`config.mk`:
```
export PLATFORM = sky130hd
export DESIGN_NAME = addr_reloc_guard
export DESIGN_NICKNAME = d
export VERILOG_FILES = /design/src/rtl/reloc_pkg.sv /design/src/rtl/reloc_cfg_regs.sv /design/src/rtl/reloc_xlate.sv /design/src/rtl/reloc_space_decode.sv /design/src/rtl/addr_reloc_guard.sv
export SDC_FILE = /design/constraint.sdc
export NUM_CORES = 1
export LEC_CHECK = 0
export BUFFER_PORTS_ARGS = -buffer_cell sky130_fd_sc_hd__buf_4
export CAP_MARGIN = 5
export CORE_MARGIN = 4
export CORE_UTILIZATION = 50
export DETAILED_ROUTE_END_ITERATION = 12
export GPL_TIMING_DRIVEN = 0
export HOLD_SLACK_MARGIN = 0.08
export PLACE_DENSITY = 0.74
export SLEW_MARGIN = 20
export SYNTH_ARGS = -nofsm -noshare
export SYNTH_HDL_FRONTEND = slang
export SYNTH_SLANG_ARGS = --single-unit
```
`constraint.sdc`:
```
create_clock -name clk -period 10.47 [get_ports clk]
set_input_delay 2.094 -clock clk [delete_from_list [all_inputs] [get_ports clk]]
set_output_delay 2.094 -clock clk [all_outputs]
set_load 0.02 [all_outputs]
```
`src/rtl/reloc_pkg.sv`:
```
package reloc_pkg;
   localparam int unsigned FAULT_W = 2;
   localparam logic [FAULT_W-1:0] FAULT_BOUNDS = 2'd2;

   typedef enum logic [1:0] {
      SPACE_HOLE = 2'd0,
      SPACE_MEM  = 2'd1,
      SPACE_IO   = 2'd2
   } space_e;
endpackage

```
`src/rtl/reloc_cfg_regs.sv`:
```
module reloc_cfg_regs #(
   parameter int unsigned AW = 32
) (
   input  logic          clk,
   input  logic          rst_n,
   input  logic          user_mode,
   input  logic          wr_en,
   input  logic          wr_sel,
   input  logic [AW-1:0] wr_data,
   output logic [AW-1:0] base_q,
   output logic [AW-1:0] limit_q
);
   logic wr_ok;
   assign wr_ok = wr_en & ~user_mode;

   always_ff @(posedge clk) begin
      if (!rst_n) begin
         base_q  <= '0;
         limit_q <= '0;
      end else if (wr_ok) begin
         if (wr_sel) limit_q <= wr_data;
         else        base_q  <= wr_data;
      end
   end
endmodule

```
`src/rtl/reloc_xlate.sv`:
```
module reloc_xlate #(
   parameter int unsigned AW          = 32,
   parameter bit          CARRY_FAULT = 1'b1
) (
   input  logic          user_mode,
   input  logic [AW-1:0] log_addr,
   input  logic [AW-1:0] base,
   input  logic [AW-1:0] limit,
   output logic [AW-1:0] phys,
   output logic          viol
);
   localparam int unsigned SW = AW + 1;

   logic [SW-1:0] sum;
   logic          over_limit;
   logic          carry_viol;

   assign sum        = {1'b0, base} + {1'b0, log_addr};
   assign over_limit = (log_addr >= limit);

   generate
      if (CARRY_FAULT) begin : g_carry_chk
         assign carry_viol = sum[SW-1];
      end else begin : g_carry_wrap
         assign carry_viol = 1'b0;
      end
   endgenerate

   always_comb begin
      if (user_mode) begin
         phys = sum[AW-1:0];
         viol = over_limit | carry_viol;
      end else begin
         phys = log_addr;
         viol = 1'b0;
      end
   end
endmodule

```
`src/rtl/reloc_space_decode.sv`:
```
module reloc_space_decode
   import reloc_pkg::*;
#(
   parameter int unsigned   AW        = 32,
   parameter logic [AW-1:0] IO_BASE   = 32'hF000_0000,
   parameter logic [AW-1:0] MEM_LIMIT = 32'h00FF_FFFF
) (
   input  logic [AW-1:0] phys,
   output space_e        space
);
   localparam logic [AW-1:0] WIN_TOP = IO_BASE - 1'b1;
   localparam bit            FULL_RAM = (MEM_LIMIT == WIN_TOP);

   logic in_io;
   logic ram_ok;

   assign in_io = (phys >= IO_BASE);

   generate
      if (FULL_RAM) begin : g_full_ram
         assign ram_ok = 1'b1;
      end else begin : g_part_ram
         assign ram_ok = (phys <= MEM_LIMIT);
      end
   endgenerate

   always_comb begin
      if (in_io)       space = SPACE_IO;
      else if (ram_ok) space = SPACE_MEM;
      else             space = SPACE_HOLE;
   end
endmodule

```
`src/rtl/addr_reloc_guard.sv`:
```
module addr_reloc_guard
   import reloc_pkg::*;
#(
   parameter int unsigned   AW          = 32,
   parameter logic [AW-1:0] IO_BASE     = 32'hF000_0000,
   parameter logic [AW-1:0] MEM_LIMIT   = 32'h00FF_FFFF,
   parameter bit            CARRY_FAULT = 1'b1
) (
   input  logic               clk,
   input  logic               rst_n,
   input  logic               mode_user,
   input  logic               cfg_we,
   input  logic               cfg_sel,
   input  logic [AW-1:0]      cfg_wdata,
   input  logic               req_valid,
   input  logic [AW-1:0]      req_addr,
   output logic               req_ready,
   input  logic               dn_ready,
   output logic [AW-1:0]      phys_addr,
   output logic               mem_valid,
   output logic               io_valid,
   output logic               fault_valid,
   output logic [FAULT_W-1:0] fault_code
);
   generate
      if (AW < 8) begin : g_bad_aw
         $error("addr_reloc_guard: AW must be at least 8");
      end
      if (MEM_LIMIT >= IO_BASE) begin : g_bad_win
         $error("addr_reloc_guard: MEM_LIMIT must lie below IO_BASE");
      end
   endgenerate

   logic [AW-1:0] cfg_base_q;
   logic [AW-1:0] cfg_bound_q;
   logic          xl_viol;
   space_e        space;
   logic          bad;

   reloc_cfg_regs #(.AW(AW)) u_cfg (
      .clk       (clk),
      .rst_n     (rst_n),
      .user_mode (mode_user),
      .wr_en     (cfg_we),
      .wr_sel    (cfg_sel),
      .wr_data   (cfg_wdata),
      .base_q    (cfg_base_q),
      .limit_q   (cfg_bound_q)
   );

   reloc_xlate #(.AW(AW), .CARRY_FAULT(CARRY_FAULT)) u_xlate (
      .user_mode (mode_user),
      .log_addr  (req_addr),
      .base      (cfg_base_q),
      .limit     (cfg_bound_q),
      .phys      (phys_addr),
      .viol      (xl_viol)
   );

   reloc_space_decode #(.AW(AW), .IO_BASE(IO_BASE), .MEM_LIMIT(MEM_LIMIT)) u_dec (
      .phys  (phys_addr),
      .space (space)
   );

   assign bad         = xl_viol | (space == SPACE_HOLE);
   assign fault_valid = req_valid & bad;
   assign fault_code  = fault_valid ? FAULT_BOUNDS : '0;
   assign mem_valid   = req_valid & ~bad & (space == SPACE_MEM);
   assign io_valid    = req_valid & ~bad & (space == SPACE_IO);
   assign req_ready   = bad ? 1'b1 : dn_ready;
endmodule

```
Yosys cells after proc, flatten, opt, wreduce, memory -nomap -nowiden
Cells that the tools add are included.
W data, S select, Z words.

storage, ports and cells
  bits in registers = 64
  input bits = 71
  word-level logic and storage cells = 27

operators by class
  add/subtract/negate cells = 1
  $lt $le $gt $ge = 3
  equal/unequal tests = 2
  multiplexer cells = 6
  bitwise gates (word level) = 10
  reductions and logical operators = 3

operators with widths
  cell                    number
  $add A32 B32 Y33        1
  $ge A32 B32 Y1          1
  $ge A32 B32 Y1 const B  1
  $le A32 B24 Y1 const B  1
  $mux W32                1
  $and A1 B1 Y1           5
  $mux W2                 2
  $reduce_and A2 Y1       2
  $mux W1                 3
  $not A1 Y1              3
  $eq A2 B1 Y1 const B    1
  $eq A2 B2 Y1 const B    1
  $logic_not A2 Y1        1
  $or A1 B1 Y1            2

Logic depth before layout (Yosys ltp)
Gate-level depths: netlist of the first run.

  depth in word-level cells = 10
  gate-level depth with buffers = 13

Cells and area by module
From an unflattened synthesis of the first run, not the netlist that was laid out.

second synthesis, totals
  cell total of the unflattened synthesis = 706
  area, all modules = 5,703.0 µm²

modules (own cells, without submodules)
  module              times used  cells each  area each (µm²)
  reloc_xlate         1           448         3,126.7
  reloc_cfg_regs      1           245         2,478.6
  addr_reloc_guard    1           8           61.3
  reloc_space_decode  1           5           36.3

Worst setup path before layout of the first run
No wires, ideal clock.

  path kind = in2out
  start = input port req_addr[11]
  end = output port fault_code[1]
  arrival = 5.275 ns
  required time = 8.376 ns
  setup slack = 3.101 ns
  stages = 11
  cell sequence = ha_1 > buf_2 > nand2_1 > nor2_1 > o2111ai_1 > a21oi_1 > a21boi_0 > o311ai_0 > nor4_2 > nor3b_1 > buf_4

on the way
  word-level cells in the longest chain between the ends = 9

ends and longest elaborated chain
  item                     line                      text
  from (decl)              addr_reloc_guard.sv:16    input logic [AW-1:0] req_addr,
  $add A32 B32 Y33 (*)     reloc_xlate.sv:18         assign sum = {1'b0, base} + {1'b0, log_addr};
  $mux W32 (*)             reloc_xlate.sv:30         if (user_mode) begin
  named net phys_addr[25]  addr_reloc_guard.sv:19    output logic [AW-1:0] phys_addr,
  $le A32 B24 Y1           reloc_space_decode.sv:23  assign ram_ok = (phys <= MEM_LIMIT);
  $mux W1                  reloc_space_decode.sv:29  else if (ram_ok) space = SPACE_MEM;
  $mux W2 (*)              reloc_space_decode.sv:28  if (in_io) space = SPACE_IO;
  $logic_not A2 Y1 (*)     addr_reloc_guard.sv:65    assign bad = xl_viol | (space == SPACE_HOLE);
  $or A1 B1 Y1 (*)         addr_reloc_guard.sv:65
  $and A1 B1 Y1 (*)        addr_reloc_guard.sv:66    assign fault_valid = req_valid & bad;
  named net fault_valid    addr_reloc_guard.sv:22    output logic fault_valid,
  $mux W2 (*)              addr_reloc_guard.sv:67    assign fault_code = fault_valid ? FAULT_BOUNDS : '0;
  to (decl)                addr_reloc_guard.sv:23    output logic [FAULT_W-1:0] fault_code

The timed path passes the listed nets; every way through them passes the cells marked *.

Worst setup path after layout of the first run
  start = input port req_addr[0]
  end = output port fault_code[1]

on the way
  word-level cells in the longest chain between the ends = 9

ends and longest elaborated chain
  item               line
  $add A32 B32 Y33   reloc_xlate.sv:18
  $mux W32           reloc_xlate.sv:30
  $le A32 B24 Y1     reloc_space_decode.sv:23
  $mux W1            reloc_space_decode.sv:29
  $mux W2            reloc_space_decode.sv:28
  $logic_not A2 Y1   addr_reloc_guard.sv:65
  $or A1 B1 Y1 (*)   addr_reloc_guard.sv:65
  $and A1 B1 Y1 (*)  addr_reloc_guard.sv:66
  $mux W2 (*)        addr_reloc_guard.sv:67

Every way passes the cells marked *; elsewhere a longest branch is shown, timed or not.

==> flow_summary.json, run 1 <==
{
  "status": "completed",
  "n_antenna_cell": 0,
  "grt_pass1_vias": 5299,
  "ys_seq_area_share_pct": 23.7,
  "finalCritPeriodShare_pct": 73.3,
  "gr-usage-all-layers_pct": 25.9,
  "start_util_pct": 51.9,
  "dp.final_hpwl_um": 13500,
  "path_max_fanout": 4,
  "fp.dieArea_mm2": 0.0125,
  "clk_pin_slew_worst_paths_ps": 70,
  "synth_edf_count": 0,
  "fin_cells": 976,
  "first_iter_violations": 320,
  "cts_resized": 0,
  "critPathRequiredTime_ps": 8380,
  "worst_skew_pair.late_latency_ps": 350,
  "vias_per_cell": 5.66,
  "maxCapViolCount": 0,
  "ctsLongestPathBuffers": 2,
  "postSynthRegisterBits": 64,
  "p_leak_nw": 2.69,
  "drc": 0,
  "cts_hold_buf": 0,
  "drt-pass1-iter-count": 5,
  "finalPower_uw": 665,
  "ys.flop_type": "dfxtp_1",
  "min_period_ps": 7670,
  "ant_nets": 0,
  "endpoint_kind": "output port",
  "synthToLayoutAreaGrowth_pct": 20.9,
  "wire_per_inst_um": 17.0,
  "wl_um": 16600,
  "hp-class": "flop to flop",
  "grt_max_degree": 11,
  "stdcell_area_mm2": 0.00653,
  "io_pins": 109,
  "antenna_found_initial": 0,
  "synth_area_mm2": 0.00540,
  "port_buffers": 105,
  "place_congestion": 0.933,
  "cts_tree": "yes",
  "grt_first_pass_wirelength_um": 26300,
  "slew_viol_final": 0,
  "core.rowCount": 37,
  "vias": 5523,
  "drive_gt1_share_pct": 18.5,
  "num-nets-final": 973,
  "die_w_um": 112,
  "die_y_um": 112,
  "relSlewSlack_pct": 30.1,
  "yosys_warnings": 0,
  "rsz0062_at_grt": "no",
  "top_usage_layer": "met2",
  "netlist_instances": 721,
  "criticalPathCategory": "input port to output port",
  "fin_hold_ws_ps": 464,
  "coreArea_mm2": 0.0104,
  "worst_pin_slew_ps": 1020,
  "cts_root_buf": "clkbuf_8",
  "dpl-instance-area_mm2": 0.00636,
  "grt.overflow.total": 0,
  "cp.arrival_ps": 5580,
  "critPathLaunchType": "input port",
  "finalHoldViolations": 0,
  "power_per_cell_area_mw_per_mm2": 102,
  "postCtsSetupBuffers": 0,
  "place_inst": 962,
  "use_met3_pct": 4.84,
  "skew_ps": 0,
  "setup_viol": 0,
  "avgSynthCellArea_um2": 7.49,
  "met1_usage_pct": 35.3,
  "use_met2_pct": 42.0,
  "layout_commonest_cell": "nand2_1",
  "ir_drop_mv": 0.0610,
  "async_flop_share_pct": 0,
  "clock_sinks": 64,
  "numCtsBuffers": 9,
  "cts.htree.levels": 3,
  "clock.fmax_mhz": 130,
  "synthesis.nets": 857,
  "yosysUniqueCellTypes": 55,
  "tns_ps": 0,
  "mostFrequentLayoutCells": "nand2_1, buf_4, a21boi_0, ha_1, dfxtp_1"
}
## critical path: stages
cell	delay, ps
buf_4	110
ha_1	220
fa_1	470
a211oi_1	440
o211ai_2	120
a41oi_2	350
o31ai_1	150
xor2_1	190
a2111oi_0	580
nand3_1	180
nor4_2	260
nor3b_1	130
buf_4	150
buf_4	140
## worst paths after layout
kind / start / end / slack, ps / cells past startpoint
worst max register to register: u_cfg.base_q[21]$_SDFFE_PN0P_ / u_cfg.base_q[21]$_SDFFE_PN0P_ / 9780 / 2
worst min register to register: u_cfg.limit_q[2]$_SDFFE_PN0P_ / u_cfg.limit_q[2]$_SDFFE_PN0P_ / 460 / 2
worst min-delay path: u_cfg.limit_q[2]$_SDFFE_PN0P_ / u_cfg.limit_q[2]$_SDFFE_PN0P_ / 460 / 2
worst max-delay path: req_addr[0] / fault_code[1] / 2800 / 14
## metrics by stage
step / utilization (%) / setup WS (ps)
global route: 62.7 / 2600
floorplan: - / 3100
finish: 62.7 / 2800
detailed placement: 61.1 / 2880
global placement: 61.1 / 2870
CTS: 62.7 / 2870
## sequential cells by signal (all words and copies together) (netlist names)
signal / count
u_cfg.base_q: 32
u_cfg.limit_q: 32
## cell families (layout without fill, tap and decap cells)
| kind of cell | count (synthesis) | in the layout | synth area share (%) |
|---|---|---|---|
| adders and majority gates | 65 | 65 | 15.2 |
| other | 1 | 1 | 0.0694 |
| DFF | 64 | 64 | 23.7 |
| xor gates and xnor gates | 23 | 23 | 3.73 |
| muxes | 22 | 22 | 4.59 |
| AOI/OAI and AO/OA | 211 | 211 | 26.3 |
| and+or+nand+nor | 257 | 257 | 20.7 |
| buffers and inverters | 78 | 197 | 5.65 |
## layer usage
metal  vias to the layer above  wire (µm)
li1                       2765          -
met1                      2534       7690
met2                       184       7520
met3                        40        987
met4                         0        381
met5                         -          0
## synthesized netlist by cell type (2+ instances only)
master,instances,share of area (%)
inv_1,40,2.8
dfxtp_1,64,24
o21ai_0,25,2.3
o21bai_1,7,0.97
a2111oi_0,3,0.49
buf_2,4,0.37
o31a_1,2,0.32
a21oi_1,54,5.0
a21boi_0,66,9.2
a211oi_1,6,0.83
mux2_2,22,4.6
nand2_1,169,12
nand2b_1,5,0.58
nor4_1,3,0.35
o31ai_1,4,0.56
and3_1,3,0.35
o211ai_2,2,0.46
nor2b_1,3,0.35
nand3_1,11,1.0
nand4_1,18,2.1
xnor2_1,15,2.4
a31oi_1,5,0.58
buf_4,2,0.28
o311ai_0,2,0.32
a21o_1,11,1.5
nor2_1,28,1.9
xor2_1,8,1.3
o21a_1,5,0.70
nor3_1,3,0.28
o2111ai_1,2,0.32
and2_1,5,0.58
ha_1,64,15
buf_1,4,0.28
o21ai_1,5,0.46
clkbuf_1,28,1.9
and4_1,4,0.65
## report_power, final
| part | leakage, nW | total (mW) | internal [mW] | switching [mW] |
|---|---|---|---|---|
| Sequential | 0.520 | 0.256 | 0.252 | 0.00438 |
| Combinational | 2.08 | 0.211 | 0.0905 | 0.120 |
| Clock | 0.0886 | 0.198 | 0.103 | 0.0952 |
## layout make-up
class | count | area (µm²)
Timing Repair Buffer | 105 | 788
Sequential cell | 64 | 1280
Multi-Input combinational cell | 579 | 3810
Buffer | 38 | 155
Clock buffer | 14 | 173
Fill cell | 971 | 3880
Tap cell | 136 | 170
Inverter | 40 | 150
No activity file was read; power rests on OpenSTA's default activity.
==> run 2: changes to the inputs <==
PLACE_DENSITY = 0.77   (was 0.74)
clock period = 6.3 ns   (was 10.47 ns; I/O delays follow)
==> run 2 against run 1 <==
  * Sequential power up 66%
  * Routed wire length down 3.1%
  * Final cell count unchanged
  * Clock-buffer cell count down 1
  * Power up 62%
  * Sequential share of layout area up 0.057 points
  * Critical endpoint unchanged
  * Largest cell class unchanged
==> flow_summary.json, run 2 (synthesis gave the netlist of run 1 again) <==
{
  "drive_gt1_share_pct": 18.3,
  "finalHoldViolations": 0,
  "first_iter_violations": 326,
  "final_core_util_pct": 62.5,
  "maxCapViolCount": 0,
  "grt_pass1_vias": 5436,
  "place_congestion": 0.933,
  "hp-class": "flop to flop",
  "layout_commonest_cell": "nand2_1",
  "n_antenna_cell": 0,
  "criticalPathCategory": "input port to output port",
  "cts_root_buf": "clkbuf_8",
  "status": "completed",
  "io_pins": 109,
  "power_per_cell_area_mw_per_mm2": 165,
  "tns_ps": 0,
  "ir_drop_mv": 0.0977,
  "grt.overflow.total": 0,
  "p_int_uw": 718,
  "antenna_found_initial": 0,
  "path_max_fanout": 4,
  "place_ws_ps": 316,
  "cts_tree": "yes",
  "endpoint_kind": "output port",
  "grt_max_degree": 11,
  "die_w_um": 112,
  "seqPwrFrac_pct": 39.4,
  "worst_pin_slew_ps": 990,
  "p_comb_share_pct": 32.3,
  "cts_hold_buf": 0,
  "min_period_ps": 6050,
  "start_util_pct": 51.9,
  "postCtsSetupBuffers": 0,
  "gr-usage-all-layers_pct": 25.9,
  "port_buffers": 105,
  "power_frac_clock_pct": 28.2,
  "mostFrequentLayoutCells": "nand2_1, buf_4, a21boi_0, ha_1, dfxtp_1",
  "die_y_um": 112,
  "worstHoldStart": "u_cfg.limit_q[6]$_SDFFE_PN0P_",
  "setup.worst_path.start": "req_addr[0]",
  "critPathLaunchType": "input port",
  "drt-pass1-iter-count": 4,
  "power.switching_uw": 360,
  "skew_ps": 0,
  "coreArea_mm2": 0.0104,
  "setup_viol": 0,
  "dp.final_hpwl_um": 13200,
  "finalCritPeriodShare_pct": 96.1,
  "cts_resized": 0,
  "clk_pin_slew_worst_paths_ps": 60,
  "vias": 5544,
  "clock.fmax_mhz": 165,
  "reg_top3": "u_cfg.base_q x32, u_cfg.limit_q x32",
  "worst_skew_pair.late_latency_ps": 350,
  "core.rowCount": 37,
  "ant_nets": 0,
  "cp.arrival_ps": 4790,
  "wire_per_inst_um": 16.5,
  "swShare_pct": 33.4,
  "fp.dieArea_mm2": 0.0125,
  "p_leak_nw": 2.68,
  "relSlewSlack_pct": 32.3,
  "post-route-worst-setup-slack_ps": 247,
  "clock_sinks": 64,
  "num-nets-final": 973,
  "rr_startpoint": "u_cfg.base_q[1]$_SDFFE_PN0P_",
  "synthToLayoutAreaGrowth_pct": 20.6,
  "grt_first_pass_wirelength_um": 26300,
  "critPathRequiredTime_ps": 5040,
  "numCtsBuffers": 9,
  "cts.htree.levels": 3,
  "vias_per_cell": 5.68,
  "rsz0062_at_grt": "no",
  "ctsLongestPathBuffers": 2,
  "drc": 0,
  "wl_um": 16100,
  "finalPower_mw": 1.08,
  "slew_viol_final": 0
}
run 2: final timing paths:
kind | end | cells past startpoint | slack (ps)
hold / removal | u_cfg.limit_q[6]$_SDFFE_PN0P_ | 2 | 470
hold reg to reg | u_cfg.limit_q[6]$_SDFFE_PN0P_ | 2 | 470
setup reg to reg | u_cfg.base_q[1]$_SDFFE_PN0P_ | 2 | 5610
setup / recovery | fault_code[1] | 14 | 250
run 2: final cells by class:
cell class | count | area (µm²)
fillers | 996 | 3900
multi-input cells | 579 | 3810
flip-flops and latches | 64 | 1280
repair buffers | 105 | 788
well taps | 136 | 170
plain buffers | 38 | 155
inverters | 40 | 150
clock buffers | 13 | 149
clock inverters | 1 | 5.00
run 2: stage by stage:
step,instance area (µm²),std cells,hold WS (ps)
6_report,6510,976,469
4_1_cts,6510,976,470
5_1_grt,6510,976,496
3_3_place_gp,6360,962,450
2_1_floorplan,5400,721,443
3_5_place_dp,6360,962,461
run 2: worst max-delay path, cell delays in order:
cell       delay, ps
buf_4            110
ha_1             210
fa_1             450
a211oi_1         470
o211ai_2         130
a41oi_2          350
o31ai_1          150
xor2_1           190
a2111oi_0        620
nand3_1          170
nor4_2           260
nor3b_1          120
buf_4            150
buf_4            140
run 2: routing by layer:
| metal | track usage [%] | share of wire (%) | wire, µm |
|---|---|---|---|
| met5 | 0 | 0 | 0 |
| met1 | 34.0 | 45 | 7280 |
| met3 | 5.82 | 7.1 | 1140 |
| met4 | 9.29 | 3.0 | 481 |
| met2 | 41.7 | 45 | 7160 |
run 2: power by group through the flow:
stage          Combinational (mW)  Sequential (mW)  Clock (mW)
2_1_floorplan               0.211            0.432           0
3_3_place_gp                0.338            0.434           0
3_5_place_dp                0.345            0.434           0
4_1_cts                     0.347            0.425       0.311
5_1_grt                     0.384            0.427       0.333
6_report                    0.348            0.425       0.304
